[config.mk]
export PLATFORM = sky130hd
export DESIGN_NAME = irq_cascade_agg
export DESIGN_NICKNAME = d
export VERILOG_FILES = /design/src/rtl/irqagg_pkg.sv /design/src/rtl/irqagg_sync.sv /design/src/rtl/irqagg_regs.sv /design/src/rtl/irqagg_combine.sv /design/src/rtl/irq_cascade_agg.sv
export SDC_FILE = /design/constraint.sdc
export NUM_CORES = 1
export LEC_CHECK = 0
export BUFFER_PORTS_ARGS = -buffer_cell sky130_fd_sc_hd__buf_2
export CAP_MARGIN = 20
export CORE_ASPECT_RATIO = 0.8
export CORE_MARGIN = 10
export CORE_UTILIZATION = 45
export DETAILED_ROUTE_END_ITERATION = 12
export GPL_ROUTABILITY_DRIVEN = 0
export GPL_TIMING_DRIVEN = 0
export SYNTH_ARGS = -nofsm -noshare
export SYNTH_HDL_FRONTEND = slang
export SYNTH_SLANG_ARGS = --single-unit
[constraint.sdc]
create_clock -name clk -period 3 [get_ports clk]
set_input_delay 0.6 -clock clk [delete_from_list [all_inputs] [get_ports clk]]
set_output_delay 0.6 -clock clk [all_outputs]
set_load 0.05 [all_outputs]
[src/rtl/irqagg_pkg.sv]
package irqagg_pkg;
  localparam int REG_AW = 3;
  localparam int REG_DW = 8;

  localparam logic [REG_AW-1:0] OFF_PCI_MASK  = 3'd0;
  localparam logic [REG_AW-1:0] OFF_PCI_STAT  = 3'd1;
  localparam logic [REG_AW-1:0] OFF_ROUTE     = 3'd2;
  localparam logic [REG_AW-1:0] OFF_MISC_MASK = 3'd3;
  localparam logic [REG_AW-1:0] OFF_MISC_STAT = 3'd4;
  localparam logic [REG_AW-1:0] OFF_CTRL      = 3'd5;

  localparam logic [REG_DW-1:0] RST_MASK  = 8'hFF;
  localparam logic [REG_DW-1:0] RST_ROUTE = 8'hFF;
  localparam logic [REG_DW-1:0] RST_CTRL  = 8'h00;
endpackage

[src/rtl/irqagg_sync.sv]
module irqagg_sync #(
  parameter int WIDTH  = 8,
  parameter int STAGES = 2
) (
  input  logic             clk,
  input  logic             rst,
  input  logic [WIDTH-1:0] d_async,
  output logic [WIDTH-1:0] q_sync
);
  logic [STAGES-1:0][WIDTH-1:0] stage_q;

  always_ff @(posedge clk) begin
    if (rst) stage_q[0] <= '0;
    else     stage_q[0] <= d_async;
  end

  for (genvar s = 1; s < STAGES; s++) begin : g_stage
    always_ff @(posedge clk) begin
      if (rst) stage_q[s] <= '0;
      else     stage_q[s] <= stage_q[s-1];
    end
  end

  assign q_sync = stage_q[STAGES-1];
endmodule

[src/rtl/irqagg_regs.sv]
module irqagg_regs
  import irqagg_pkg::*;
#(
  parameter int GRP_W = 8
) (
  input  logic              clk,
  input  logic              rst,
  input  logic [REG_AW-1:0] reg_addr,
  input  logic              reg_we,
  input  logic [GRP_W-1:0]  reg_wdata,
  input  logic [GRP_W-1:0]  pci_stat_n,
  input  logic [GRP_W-1:0]  misc_stat_n,
  output logic [GRP_W-1:0]  pci_mask_q,
  output logic [GRP_W-1:0]  misc_mask_q,
  output logic [GRP_W-1:0]  route_q,
  output logic [GRP_W-1:0]  ctrl_q,
  output logic [GRP_W-1:0]  reg_rdata
);
  logic [GRP_W-1:0] rd_mux;

  always_ff @(posedge clk) begin
    if (rst) begin
      pci_mask_q  <= GRP_W'(RST_MASK);
      misc_mask_q <= GRP_W'(RST_MASK);
      route_q     <= GRP_W'(RST_ROUTE);
      ctrl_q      <= GRP_W'(RST_CTRL);
    end else if (reg_we) begin
      case (reg_addr)
        OFF_PCI_MASK:  pci_mask_q  <= reg_wdata;
        OFF_ROUTE:     route_q     <= reg_wdata;
        OFF_MISC_MASK: misc_mask_q <= reg_wdata;
        OFF_CTRL:      ctrl_q      <= reg_wdata;
        default: ;
      endcase
    end
  end

  always_comb begin
    case (reg_addr)
      OFF_PCI_MASK:  rd_mux = pci_mask_q;
      OFF_PCI_STAT:  rd_mux = pci_stat_n;
      OFF_ROUTE:     rd_mux = route_q;
      OFF_MISC_MASK: rd_mux = misc_mask_q;
      OFF_MISC_STAT: rd_mux = misc_stat_n;
      OFF_CTRL:      rd_mux = ctrl_q;
      default:       rd_mux = '0;
    endcase
  end

  always_ff @(posedge clk) begin
    if (rst) reg_rdata <= '0;
    else     reg_rdata <= rd_mux;
  end
endmodule

[src/rtl/irqagg_combine.sv]
module irqagg_combine #(
  parameter int GRP_W   = 8,
  parameter int SUM_IDX = 1,
  parameter int PEN_IDX = 4
) (
  input  logic             clk,
  input  logic             rst,
  input  logic [GRP_W-1:0] pci_live,
  input  logic [GRP_W-1:0] misc_raw,
  input  logic [GRP_W-1:0] pci_mask_q,
  input  logic [GRP_W-1:0] misc_mask_q,
  input  logic [GRP_W-1:0] route_q,
  output logic [GRP_W-1:0] misc_live,
  output logic             cascade_irq_n,
  output logic             side_irq_n
);
  logic             pci_any;
  logic [GRP_W-1:0] misc_enabled;
  logic [GRP_W-1:0] to_cascade;
  logic             to_side;

  assign pci_any = |(pci_live & ~pci_mask_q);

  for (genvar i = 0; i < GRP_W; i++) begin : g_bit
    if (i == SUM_IDX) begin : g_sum
      assign misc_live[i] = misc_raw[i] | pci_any;
    end else begin : g_pass
      assign misc_live[i] = misc_raw[i];
    end
  end

  assign misc_enabled = misc_live & ~misc_mask_q;
  assign to_cascade   = misc_enabled & route_q;
  assign to_side      = misc_enabled[PEN_IDX] & ~route_q[PEN_IDX];

  always_ff @(posedge clk) begin
    if (rst) begin
      cascade_irq_n <= 1'b1;
      side_irq_n    <= 1'b1;
    end else begin
      cascade_irq_n <= ~|to_cascade;
      side_irq_n    <= ~to_side;
    end
  end
endmodule

[src/rtl/irq_cascade_agg.sv]
module irq_cascade_agg
  import irqagg_pkg::*;
#(
  parameter int SYNC_STAGES = 2,
  parameter int SUM_IDX     = 1,
  parameter int PEN_IDX     = 4
) (
  input  logic              clk,
  input  logic              rst,
  input  logic [REG_AW-1:0] reg_addr,
  input  logic              reg_we,
  input  logic [REG_DW-1:0] reg_wdata,
  output logic [REG_DW-1:0] reg_rdata,
  input  logic [REG_DW-1:0] pci_req,
  input  logic [REG_DW-1:0] misc_req,
  output logic              cascade_irq_n,
  output logic              side_irq_n
);
  localparam int GRP_W = REG_DW;

  logic [GRP_W-1:0] pci_live;
  logic [GRP_W-1:0] misc_sync;
  logic [GRP_W-1:0] misc_live;
  logic [GRP_W-1:0] pci_mask_q;
  logic [GRP_W-1:0] misc_mask_q;
  logic [GRP_W-1:0] route_q;
  logic [GRP_W-1:0] ctrl_q;
  logic             ctrl_unused;

  irqagg_sync #(.WIDTH(GRP_W), .STAGES(SYNC_STAGES)) u_sync_pci (
    .clk(clk), .rst(rst), .d_async(pci_req), .q_sync(pci_live)
  );

  irqagg_sync #(.WIDTH(GRP_W), .STAGES(SYNC_STAGES)) u_sync_misc (
    .clk(clk), .rst(rst), .d_async(misc_req), .q_sync(misc_sync)
  );

  irqagg_combine #(.GRP_W(GRP_W), .SUM_IDX(SUM_IDX), .PEN_IDX(PEN_IDX)) u_combine (
    .clk(clk), .rst(rst),
    .pci_live(pci_live), .misc_raw(misc_sync),
    .pci_mask_q(pci_mask_q), .misc_mask_q(misc_mask_q), .route_q(route_q),
    .misc_live(misc_live),
    .cascade_irq_n(cascade_irq_n), .side_irq_n(side_irq_n)
  );

  irqagg_regs #(.GRP_W(GRP_W)) u_regs (
    .clk(clk), .rst(rst),
    .reg_addr(reg_addr), .reg_we(reg_we), .reg_wdata(reg_wdata),
    .pci_stat_n(~pci_live), .misc_stat_n(~misc_live),
    .pci_mask_q(pci_mask_q), .misc_mask_q(misc_mask_q),
    .route_q(route_q), .ctrl_q(ctrl_q),
    .reg_rdata(reg_rdata)
  );

  // control byte is storage only; read back through the register port
  assign ctrl_unused = ^ctrl_q;
endmodule

==> out/results.ini, run 1 <==
[timing]
rsz0062_at_grt = no
fin_crit_ps = 1570
max_slew.worst_pin.slew_ps = 652
hold_viol_final = 0
setup_viol = 0
tns_ps = 0
max_freq_mhz = 638
final_max_slew_viol_count = 0
min_period_over_period = 0.523
fin_skew_ps = 9.56
max_slew_margin = 0.565
timing.hold.ws_ps = 436

[routing]
drcViolationCount = 0
postRouteAntennaNets = 0
routed_wl_mm = 7.24
drtPass1Iterations = 4
drtIter0Drc = 78
viasPerCell = 5.11
routedWlPerCell_um = 16.3
vias = 2267

[critical_path]
worst-setup-path-type = in2reg
critPathLaunchType = primary input
crit_fanout = 10
critPathArrivalTime_ps = 1770
cp.required_ps = 3200
critPathCaptureType = flop

[finish]
synthToLayoutAreaGrowth_pct = 16.9
fill_cells = 627
fin_nets = 385
drive_above_1_share = 0.206
diodes = 0

[clock_network]
clock_latency_ps = 350
clkTransAtPathRegs_ps = 80
post_cts_resized = 0
postCtsSetupRepairBufs = 0
cts_tree = done
clk_path_buf_depth = 2
h-tree-depth = 3
cts_buffers = 9
root_buffer = clkbuf_8
cts.sinks = 74
holdBufCountCts = 0

[yosys]
synth_nets = 335
ys_top_cells_by_area = dfxtp_1 (51%), nor2b_1 (7.8%), nand2_1 (7.3%)
ys.flop_type = dfxtp_1
synth-async-reset-ratio = 0
syn_inst = 305
yosys.area.top_type_share = 0.513
synth_area_um2 = 2890
netlist-cell-type-count = 44
synth_top_area_cell = dfxtp_1
avgSynthCellArea_um2 = 9.47
synth_edf_count = 0
yosys_register_bits = 74
synth.top_cells.by_count = dfxtp_1 (74), nand2_1 (56), nor2b_1 (36), a21oi_1 (13), mux2i_1 (13)
yosysWarningCount = 0
ys_seq_area_frac = 0.513
yosysMostFrequentCell = dfxtp_1

[floorplanning]
dieArea_um2 = 10000
coreArea_um2 = 6310
num_rows = 26
die_w_um = 110
fp.dieH_um = 91.7
pin_count = 40
start_util = 0.458

[power_and_ir_drop]
vdd_drop_max_mv = 0.352
p_leak_uw = 0.00140
cellPowerDensity_nw_per_um2 = 583

[grt]
grt.overflow.total = 0
grt_pass1_vias = 2331
grt_max_degree = 15
antenna_found_initial = 0
grt_pass1_wl_mm = 11.8
track_usage = 0.152

[placement]
io_buffers = 39
place_hpwl_mm = 5.29

[min_path]
hold_path_class = reg2reg

[run_status]
status = complete, no violations

[job]
maxCapViolations = 0

-- report_power, final --
part | switching [uW] | internal, uW
Clock | 387 | 331
Sequential | 17.5 | 1020
Combinational | 130 | 79.4
Total | 535 | 1430
-- kinds of logic after synthesis --
group,share of synthesized area
simple gates,0.239
flops,0.513
compound gates,0.151
buf+inv,0.0515
mux,0.0450
-- critical path, stage by stage --
cell and delay (ps):
buf_2 110, clkbuf_1 350, buf_1 560, nor3_1 150
-- metrics by stage --
step,setup WS (ps),std cells,cell area (um^2),utilization,power [uW]
after global routing,1350,444,3380,0.535,2060
after CTS,1410,444,3380,0.535,1990
final,1430,444,3380,0.535,1970
after detailed placement,1030,428,3190,0.505,1270
after global placement,1030,428,3190,0.505,1270
after floorplan,1430,305,2890,-,1200
-- routing by layer --
metal	vias up	global-route usage	share of wire
li1	1145	-	-
met1	1067	0.191	0.46
met2	48	0.240	0.46
met3	7	0.0503	0.064
met4	0	0.0465	0.012
met5	-	0	0
-- flip-flops by register name, indices dropped and copies added, names as in the netlist --
register / count
u_regs.route_q: 8
u_regs.misc_mask_q: 8
u_combine.cascade_irq_n: 1
u_regs.ctrl_q: 8
u_sync_pci.stage_q: 8
u_sync_pci.q_sync: 8
u_sync_misc.q_sync: 8
u_sync_misc.stage_q: 8
u_regs.reg_rdata: 8
u_combine.side_irq_n: 1
u_regs.pci_mask_q: 8
-- cell usage in the layout (no fill, tap or decap), drive strengths merged --
cell type,Yosys,layout
clkinv,1,3
o22ai,1,1
o41ai,1,1
o211ai,7,7
and2b,2,2
inv,7,9
nand2b,2,2
a21oi,13,13
nor3,4,4
nand4b,2,2
buf,13,52
and3,2,2
o21bai,2,2
clkbuf,7,17
nor4b,1,1
o221ai,1,1
nor4bb,1,1
a221oi,1,1
o21ai,5,5
a211oi,14,14
and4b,1,1
a22oi,2,2
nand2,56,56
nand3b,2,2
nor2b,37,37
o31ai,1,1
a2111oi,1,1
o21a,3,3
a222oi,1,1
or2b,1,1
nand4,1,1
a22o,2,2
nand3,9,9
dfxtp,74,74
clkinvlp,0,2
nor2,11,11
a2bb2oi,2,2
mux2i,13,13
a311oi,1,1
-- final timing paths --
path	startpoint	end	slack [ps]	cells after the start
worst max-delay path	rst	u_regs.reg_rdata[5]	1430	4
worst min register to register	u_sync_misc.stage_q[3]	u_sync_misc.q_sync[3]	440	1
worst max register to register	u_regs.pci_mask_q[2]	u_regs.reg_rdata[1]	1510	4
worst min-delay path	u_sync_misc.stage_q[3]	u_sync_misc.q_sync[3]	440	1
-- cell type report --
class	count	area, um^2	share of cell area
tap	84	105	0.0311
timing repair buffer	39	195	0.0578
sequential	74	1480	0.439
clock inverter	6	50.0	0.0148
inverter	8	30.0	0.00889
multi-input combinational	203	1260	0.373
clock buffer	10	138	0.0408
buffer	20	119	0.0352
No activity file was read; power rests on OpenSTA's default activity.
==> run 2, diff against run 1 <==
ABC_AREA = 1   (was not set)
PLACE_DENSITY = 0.67   (was not set)
clock period = 1.33 ns   (was 3 ns; I/O delays follow)
==> run 2 against run 1 <==
  * Cell count rose by 20%
  * Utilization is 0.76 points higher
  * Global-route usage is 1.3 points lower
  * Sequential share of layout area decreased by 1.7 points
  * Sequential power up 130%
  * Die area is 3.9% higher
  * Clock power is 120% higher
  * Clock skew rose by 2.7 ps
  * Non-clock buffer count decreased by 5
  * Synthesized cell count is 29% higher
  * Routed wire length down 2.3%
  * Total power increased by 130%
  * Highest routed layer unchanged
==> out/results.ini, run 2 <==
[run_status]
status = complete, no violations  ; unchanged

[critical_path]
critical_path.cell_chain = buf_2  ; was buf_2 -> clkbuf_1 -> buf_1 -> nor3_1
critPathCaptureType = output port  ; was flop
r2r_cells = 6  ; was 4
path_buf_inv = 1  ; was 3
cp.required_ps = 1060  ; was 3200 ps
path_delay_family = flip-flops  ; was buffers and inverters
timing.rr.end = u_regs.reg_rdata[1]  ; unchanged
cp_slowest_stage_delay_ps = 320  ; was 560 ps
crit_fanout = 1  ; was 10
r2r_start = u_regs.pci_mask_q[1]  ; was u_regs.pci_mask_q[2]
critPathLaunchType = flop  ; was primary input
cp_slowest_cell = dfxtp_1  ; was buf_1
critPathArrivalTime_ps = 930  ; was 1770 ps
ff2ff_setup_slack_ps = 340  ; was 1510 ps
worst-setup-path-type = reg2out  ; was in2reg

[finish]
fin_nets = 473  ; was 385
mostFrequentLayoutCell = dfxtp_1  ; unchanged
layout.cells.non_filler = 532  ; was 444
final_core_util = 0.543  ; was 0.535
mostFrequentLayoutCells = dfxtp_1 (74), inv_1 (72), nand2_1 (72)  ; was dfxtp_1 (74), nand2_1 (56), buf_2 (44)
diodes = 0  ; unchanged
drive_above_1_share = 0.199  ; was 0.206
synthToLayoutAreaGrowth_pct = 16.0  ; was 16.9%

[clock_network]
clkTransAtPathRegs_ps = 80  ; about the same
cts_buffers = 9  ; unchanged
cts.sinks = 74  ; unchanged
clk_path_buf_depth = 2  ; unchanged
root_buffer = clkbuf_8  ; unchanged
clock_latency_ps = 350  ; about the same
holdBufCountCts = 0  ; unchanged
post_cts_resized = 0  ; unchanged
cts_tree = done  ; unchanged
h-tree-depth = 3  ; unchanged
postCtsSetupRepairBufs = 0  ; unchanged

[yosys]
ys_top_cells_by_area = dfxtp_1 (49%), inv_1 (8.9%), nand2_1 (8.9%)  ; was dfxtp_1 (51%), nor2b_1 (7.8%), nand2_1 (7.3%)
synth_nets = 423  ; was 335
yosys.area.top_type_share = 0.489  ; was 0.513
synth_edf_count = 0  ; unchanged
synth-async-reset-ratio = 0  ; unchanged
yosys_register_bits = 74  ; unchanged
synth_area_um2 = 3030  ; was 2890 um^2
netlist-cell-type-count = 29  ; was 44
synth.top_cells.by_count = dfxtp_1 (74), inv_1 (72), nand2_1 (72), nor2_1 (46), nand3_1 (30)  ; was dfxtp_1 (74), nand2_1 (56), nor2b_1 (36), a21oi_1 (13), mux2i_1 (13)
synth_top_area_cell = dfxtp_1  ; unchanged
avgSynthCellArea_um2 = 7.71  ; was 9.47 um^2
yosysWarningCount = 0  ; unchanged
ys.flop_type = dfxtp_1  ; unchanged
syn_inst = 393  ; was 305
ys_seq_area_frac = 0.489  ; was 0.513
yosysMostFrequentCell = dfxtp_1  ; unchanged

[timing]
hold_viol_final = 0  ; unchanged
min_period_over_period = 0.899
setup_viol = 0  ; unchanged
final_max_slew_viol_count = 0  ; unchanged
max_freq_mhz = 837
fin_skew_ps = 12.3  ; was 9.56 ps
fin_crit_ps = 1200
max_slew.worst_pin.slew_ps = 647  ; was 652 ps
rsz0062_at_grt = no  ; unchanged
max_slew_margin = 0.569  ; was 0.565
timing.hold.ws_ps = 108  ; was 436 ps

[min_path]
hold_path_class = in2reg  ; was reg2reg
min_to = u_sync_pci.stage_q[1]  ; was u_sync_misc.q_sync[3]
min-delay-start = pci_req[1]  ; was u_sync_misc.stage_q[3]
hold_depth = 3  ; was 1

[routing]
postRouteAntennaNets = 0  ; unchanged
drtIter0Drc = 145  ; was 78
drcViolationCount = 0  ; unchanged
routed_wl_mm = 7.08  ; was 7.24 mm
routedWlPerCell_um = 13.3  ; was 16.3 um
drtPass1Iterations = 4  ; unchanged
viasPerCell = 4.77  ; was 5.11
vias = 2539  ; was 2,267

[job]
maxCapViolations = 0  ; unchanged

[grt]
grt.overflow.total = 0  ; unchanged
antenna_found_initial = 0  ; unchanged
grt_max_degree = 16  ; was 15
grt_pass1_wl_mm = 11.7  ; was 11.8 mm
grt_pass1_vias = 2520  ; was 2,331
track_usage = 0.139  ; was 0.152

[placement]
place_hpwl_mm = 5.37  ; was 5.29 mm
dp_cells = 516  ; was 428
io_buffers = 39  ; unchanged

[floorplanning]
start_util = 0.468  ; was 0.458
fp.dieH_um = 93.4  ; was 91.7 um
pin_count = 40  ; unchanged
num_rows = 26  ; unchanged
coreArea_um2 = 6470  ; was 6310 um^2
die_w_um = 112  ; was 110 um
dieArea_um2 = 10400  ; was 10,000 um^2

[power_and_ir_drop]
cellPowerDensity_nw_per_um2 = 1270  ; was 583 nW/um^2
p_leak_uw = 0.00172  ; was 0.00140 uW
vdd_drop_max_mv = 0.832  ; was 0.352 mV

==> run 2: how the worst max path moves through the flow <==
stage	start	endpoint	slack [ps]	cells after the start
after floorplan	reg_addr[0]	u_regs.pci_mask_q[5]	250	5
after global placement	rst	u_regs.reg_rdata[6]	-200	4
after detailed placement	rst	u_regs.reg_rdata[0]	-210	4
after CTS	u_regs.reg_rdata[6]	reg_rdata[6]	120	1
after global routing	rst	u_regs.reg_rdata[6]	50	4
final	u_regs.reg_rdata[6]	reg_rdata[6]	130	1
==> run 2: final cells by class <==
type                            count  area (um^2)
Buffer                             15          104
Clock buffer                        9          124
Clock inverter                      7         60.1
Fill cell                         607         2960
Inverter                           79          303
Multi-Input combinational cell    225         1140
Sequential cell                    74         1480
Tap cell                           84          105
Timing Repair Buffer               39          195
==> run 2: where the power goes <==
part	total, uW	internal (uW)	switching (uW)
Combinational	507	160	347
Clock	1610	704	902
Sequential	2360	2320	42.1
Total	4470	3180	1290
==> run 2: worst register-to-register path, cell delays in order, from the launching register on <==
cell and delay [ps]:
dfxtp_1 350, inv_1 70, nand2_1 60, nand3_1 60, nor2_1 140, nand3_1 110, a21oi_1 130
==> run 2: layer usage <==
metal	up-vias	wire (um)	track usage
met1	1119	3420	0.165
met2	88	3000	0.219
li1	1319	-	-
met5	-	0	0
met4	0	106	0.0598
met3	13	543	0.0549
==> run 2: per-stage QoR <==
step | setup TNS (ps) | total power [uW] | area [um^2] | worst slack (ps)
6_report | 0 | 4470 | 3510 | 135
5_1_grt | 0 | 4660 | 3510 | 54.6
4_1_cts | 0 | 4510 | 3510 | 116
3_5_place_dp | -3190 | 2920 | 3330 | -206
3_3_place_gp | -2900 | 2910 | 3330 | -204
2_1_floorplan | 0 | 2750 | 3030 | 250
==> run 2: cells by family (layout without fill, tap and decap cells) <==
| logic type | Yosys count | count (layout) | synth area share |
|---|---|---|---|
| AOI/OAI and AO/OA | 55 | 55 | 0.112 |
| buffers and inverters | 94 | 149 | 0.134 |
| DFF | 74 | 74 | 0.489 |
| and+or+nand+nor | 170 | 170 | 0.265 |
==> run 3, diff against run 2 <==
CORE_UTILIZATION = 51   (was 45)
PLACE_DENSITY = 0.75   (was 0.67)
==> run 3 against run 2 <==
  * Clock-buffer cell count grew 2
  * Non-clock buffer count unchanged
  * Total power is 1.3% lower
  * Sequential share of layout area rose by 0.11 points
  * Setup slack gained 22 ps
  * Die area down 9.5%
  * Via count fell by 0.95%
  * Register-to-register slack about the same
  * Final area is 0.25% lower
  * Clock skew down 4.4 ps
  * Critical path type unchanged
  * Critical endpoint is now side_irq_n
  * Largest power group unchanged
==> out/results.ini, run 3 (synthesized netlist as in run 2, its figures left out) <==
[timing]
final.setup.worst_slack_ps = 157  ; was 135 ps
setup_viol = 0  ; unchanged
max_freq_mhz = 852  ; was 837 MHz
min_period_over_period = 0.882  ; was 0.899
fin_crit_ps = 1170  ; was 1200 ps
hold_viol_final = 0  ; unchanged
max_slew.worst_pin.slew_ps = 619  ; was 647 ps
rsz0062_at_grt = no  ; unchanged
fin_skew_ps = 7.94  ; was 12.3 ps
final_max_slew_viol_count = 0  ; unchanged
max_slew_margin = 0.587  ; was 0.569

[clock_network]
cts_tree = done  ; unchanged
clkTransAtPathRegs_ps = 80  ; about the same
clock_latency_ps = 340  ; was 350 ps
cts.sinks = 74  ; unchanged
cts_buffers = 9  ; unchanged
h-tree-depth = 3  ; unchanged
postCtsSetupRepairBufs = 0  ; unchanged
post_cts_resized = 0  ; unchanged
holdBufCountCts = 0  ; unchanged
clk_path_buf_depth = 2  ; unchanged
root_buffer = clkbuf_8  ; unchanged

[critical_path]
cp.required_ps = 1060  ; about the same
critPathCaptureType = output port  ; unchanged
critPathLaunch = u_combine.side_irq_n  ; was u_regs.reg_rdata[6]
ff2ff_setup_slack_ps = 340  ; about the same
critical_path.cell_chain = buf_2  ; unchanged
path_buf_inv = 1  ; unchanged
critPathLaunchType = flop  ; unchanged
worst-setup-path-type = reg2out  ; unchanged
path_delay_family = flip-flops  ; unchanged
r2r_start = u_sync_misc.q_sync[4]  ; was u_regs.pci_mask_q[1]
cp_slowest_stage_delay_ps = 310  ; was 320 ps
cp_slowest_cell = dfxtp_1  ; unchanged
critPathArrivalTime_ps = 910  ; was 930 ps
crit_fanout = 1  ; unchanged

[placement]
placed_area_um2 = 3330  ; about the same
post-place-ws_ps = -216  ; was -206 ps
place_hpwl_mm = 5.13  ; was 5.37 mm
io_buffers = 39  ; unchanged

[finish]
mostFrequentLayoutCells = dfxtp_1 (74), inv_1 (72), nand2_1 (72)  ; unchanged
synthToLayoutAreaGrowth_pct = 15.7  ; was 16.0%
diodes = 0  ; unchanged
drive_above_1_share = 0.196  ; was 0.199
fin_nets = 473  ; unchanged
fin_area_um2 = 3500  ; was 3510 um^2
mostFrequentLayoutCell = dfxtp_1  ; unchanged

[grt]
grt_pass1_vias = 2331  ; was 2,520
grt_pass1_wl_mm = 11.0  ; was 11.7 mm
track_usage = 0.149  ; was 0.139
grt.overflow.total = 0  ; unchanged
antenna_found_initial = 0  ; unchanged
grt_max_degree = 14  ; was 16

[power_and_ir_drop]
vdd_drop_max_mv = 0.759  ; was 0.832 mV
cellPowerDensity_nw_per_um2 = 1260  ; was 1270 nW/um^2
netSwitchingPower_uw = 1200  ; was 1290 uW
pwr-share-comb = 0.114  ; was 0.113
power_frac_seq = 0.534  ; was 0.527
p_leak_uw = 0.00172  ; about the same
clkPwrFrac = 0.352  ; was 0.359
p_int_uw = 3210  ; was 3180 uW
swShare = 0.273  ; was 0.289

[routing]
drcViolationCount = 0  ; unchanged
routedWlPerCell_um = 12.6  ; was 13.3 um
postRouteAntennaNets = 0  ; unchanged
viasPerCell = 4.75  ; was 4.77
drtIter0Drc = 171  ; was 145
drtPass1Iterations = 5  ; was 4
routed_wl_mm = 6.64  ; was 7.08 mm
vias = 2515  ; was 2,539

[floorplanning]
start_util = 0.518  ; was 0.468
num_rows = 25  ; was 26
pin_count = 40  ; unchanged
dieArea_um2 = 9440  ; was 10,400 um^2
die_w_um = 106  ; was 112 um
fp.dieH_um = 88.9  ; was 93.4 um
coreArea_um2 = 5850  ; was 6470 um^2

[min_path]
hold_path_class = in2reg  ; unchanged
min-delay-start = pci_req[2]  ; was pci_req[1]

[job]
maxCapViolations = 0  ; unchanged

[run_status]
status = complete, no violations  ; unchanged

[run 3: routing by layer]
layer  global-route usage  up-vias  routed length [um]
met1                0.183     1090                3150
met3               0.0562       12                 513
met4               0.0552        0                 104
met2                0.234       92                2880
li1                     -     1321                   -
met5                    0        -                   0
[run 3: final cells by class]
| type | count | area (um^2) |
|---|---|---|
| Sequential cell | 74 | 1480 |
| Fill cell | 534 | 2340 |
| Inverter | 79 | 303 |
| Buffer | 15 | 104 |
| Timing Repair Buffer | 39 | 195 |
| Clock inverter | 5 | 37.5 |
| Clock buffer | 11 | 141 |
| Multi-Input combinational cell | 225 | 1140 |
| Tap cell | 81 | 101 |
[run 3: stage by stage]
stage	TNS [ps]	utilization	power [uW]	std cells	hold slack (ps)
final	0	0.599	4410	529	113
after detailed placement	-3920	0.569	2910	513	393
after global placement	-2840	0.569	2900	513	392
after global routing	0	0.599	4640	529	115
after floorplan	0	-	2750	393	373
after CTS	0	0.599	4450	529	103
[run 3: final timing paths]
kind                                  end  depth (start not counted)
hold reg to reg      u_sync_pci.q_sync[3]                          2
setup reg to reg  u_combine.cascade_irq_n                          7
setup / recovery               side_irq_n                          1
hold / removal      u_sync_pci.stage_q[2]                          3
[run 3: power groups by stage]
stage / combinational (uW) / sequential [uW] / clock, uW
final: 501 / 2360 / 1550
after global routing: 564 / 2370 / 1700
after CTS: 505 / 2360 / 1590
after detailed placement: 503 / 2410 / 0
after global placement: 494 / 2410 / 0
after floorplan: 266 / 2480 / 0
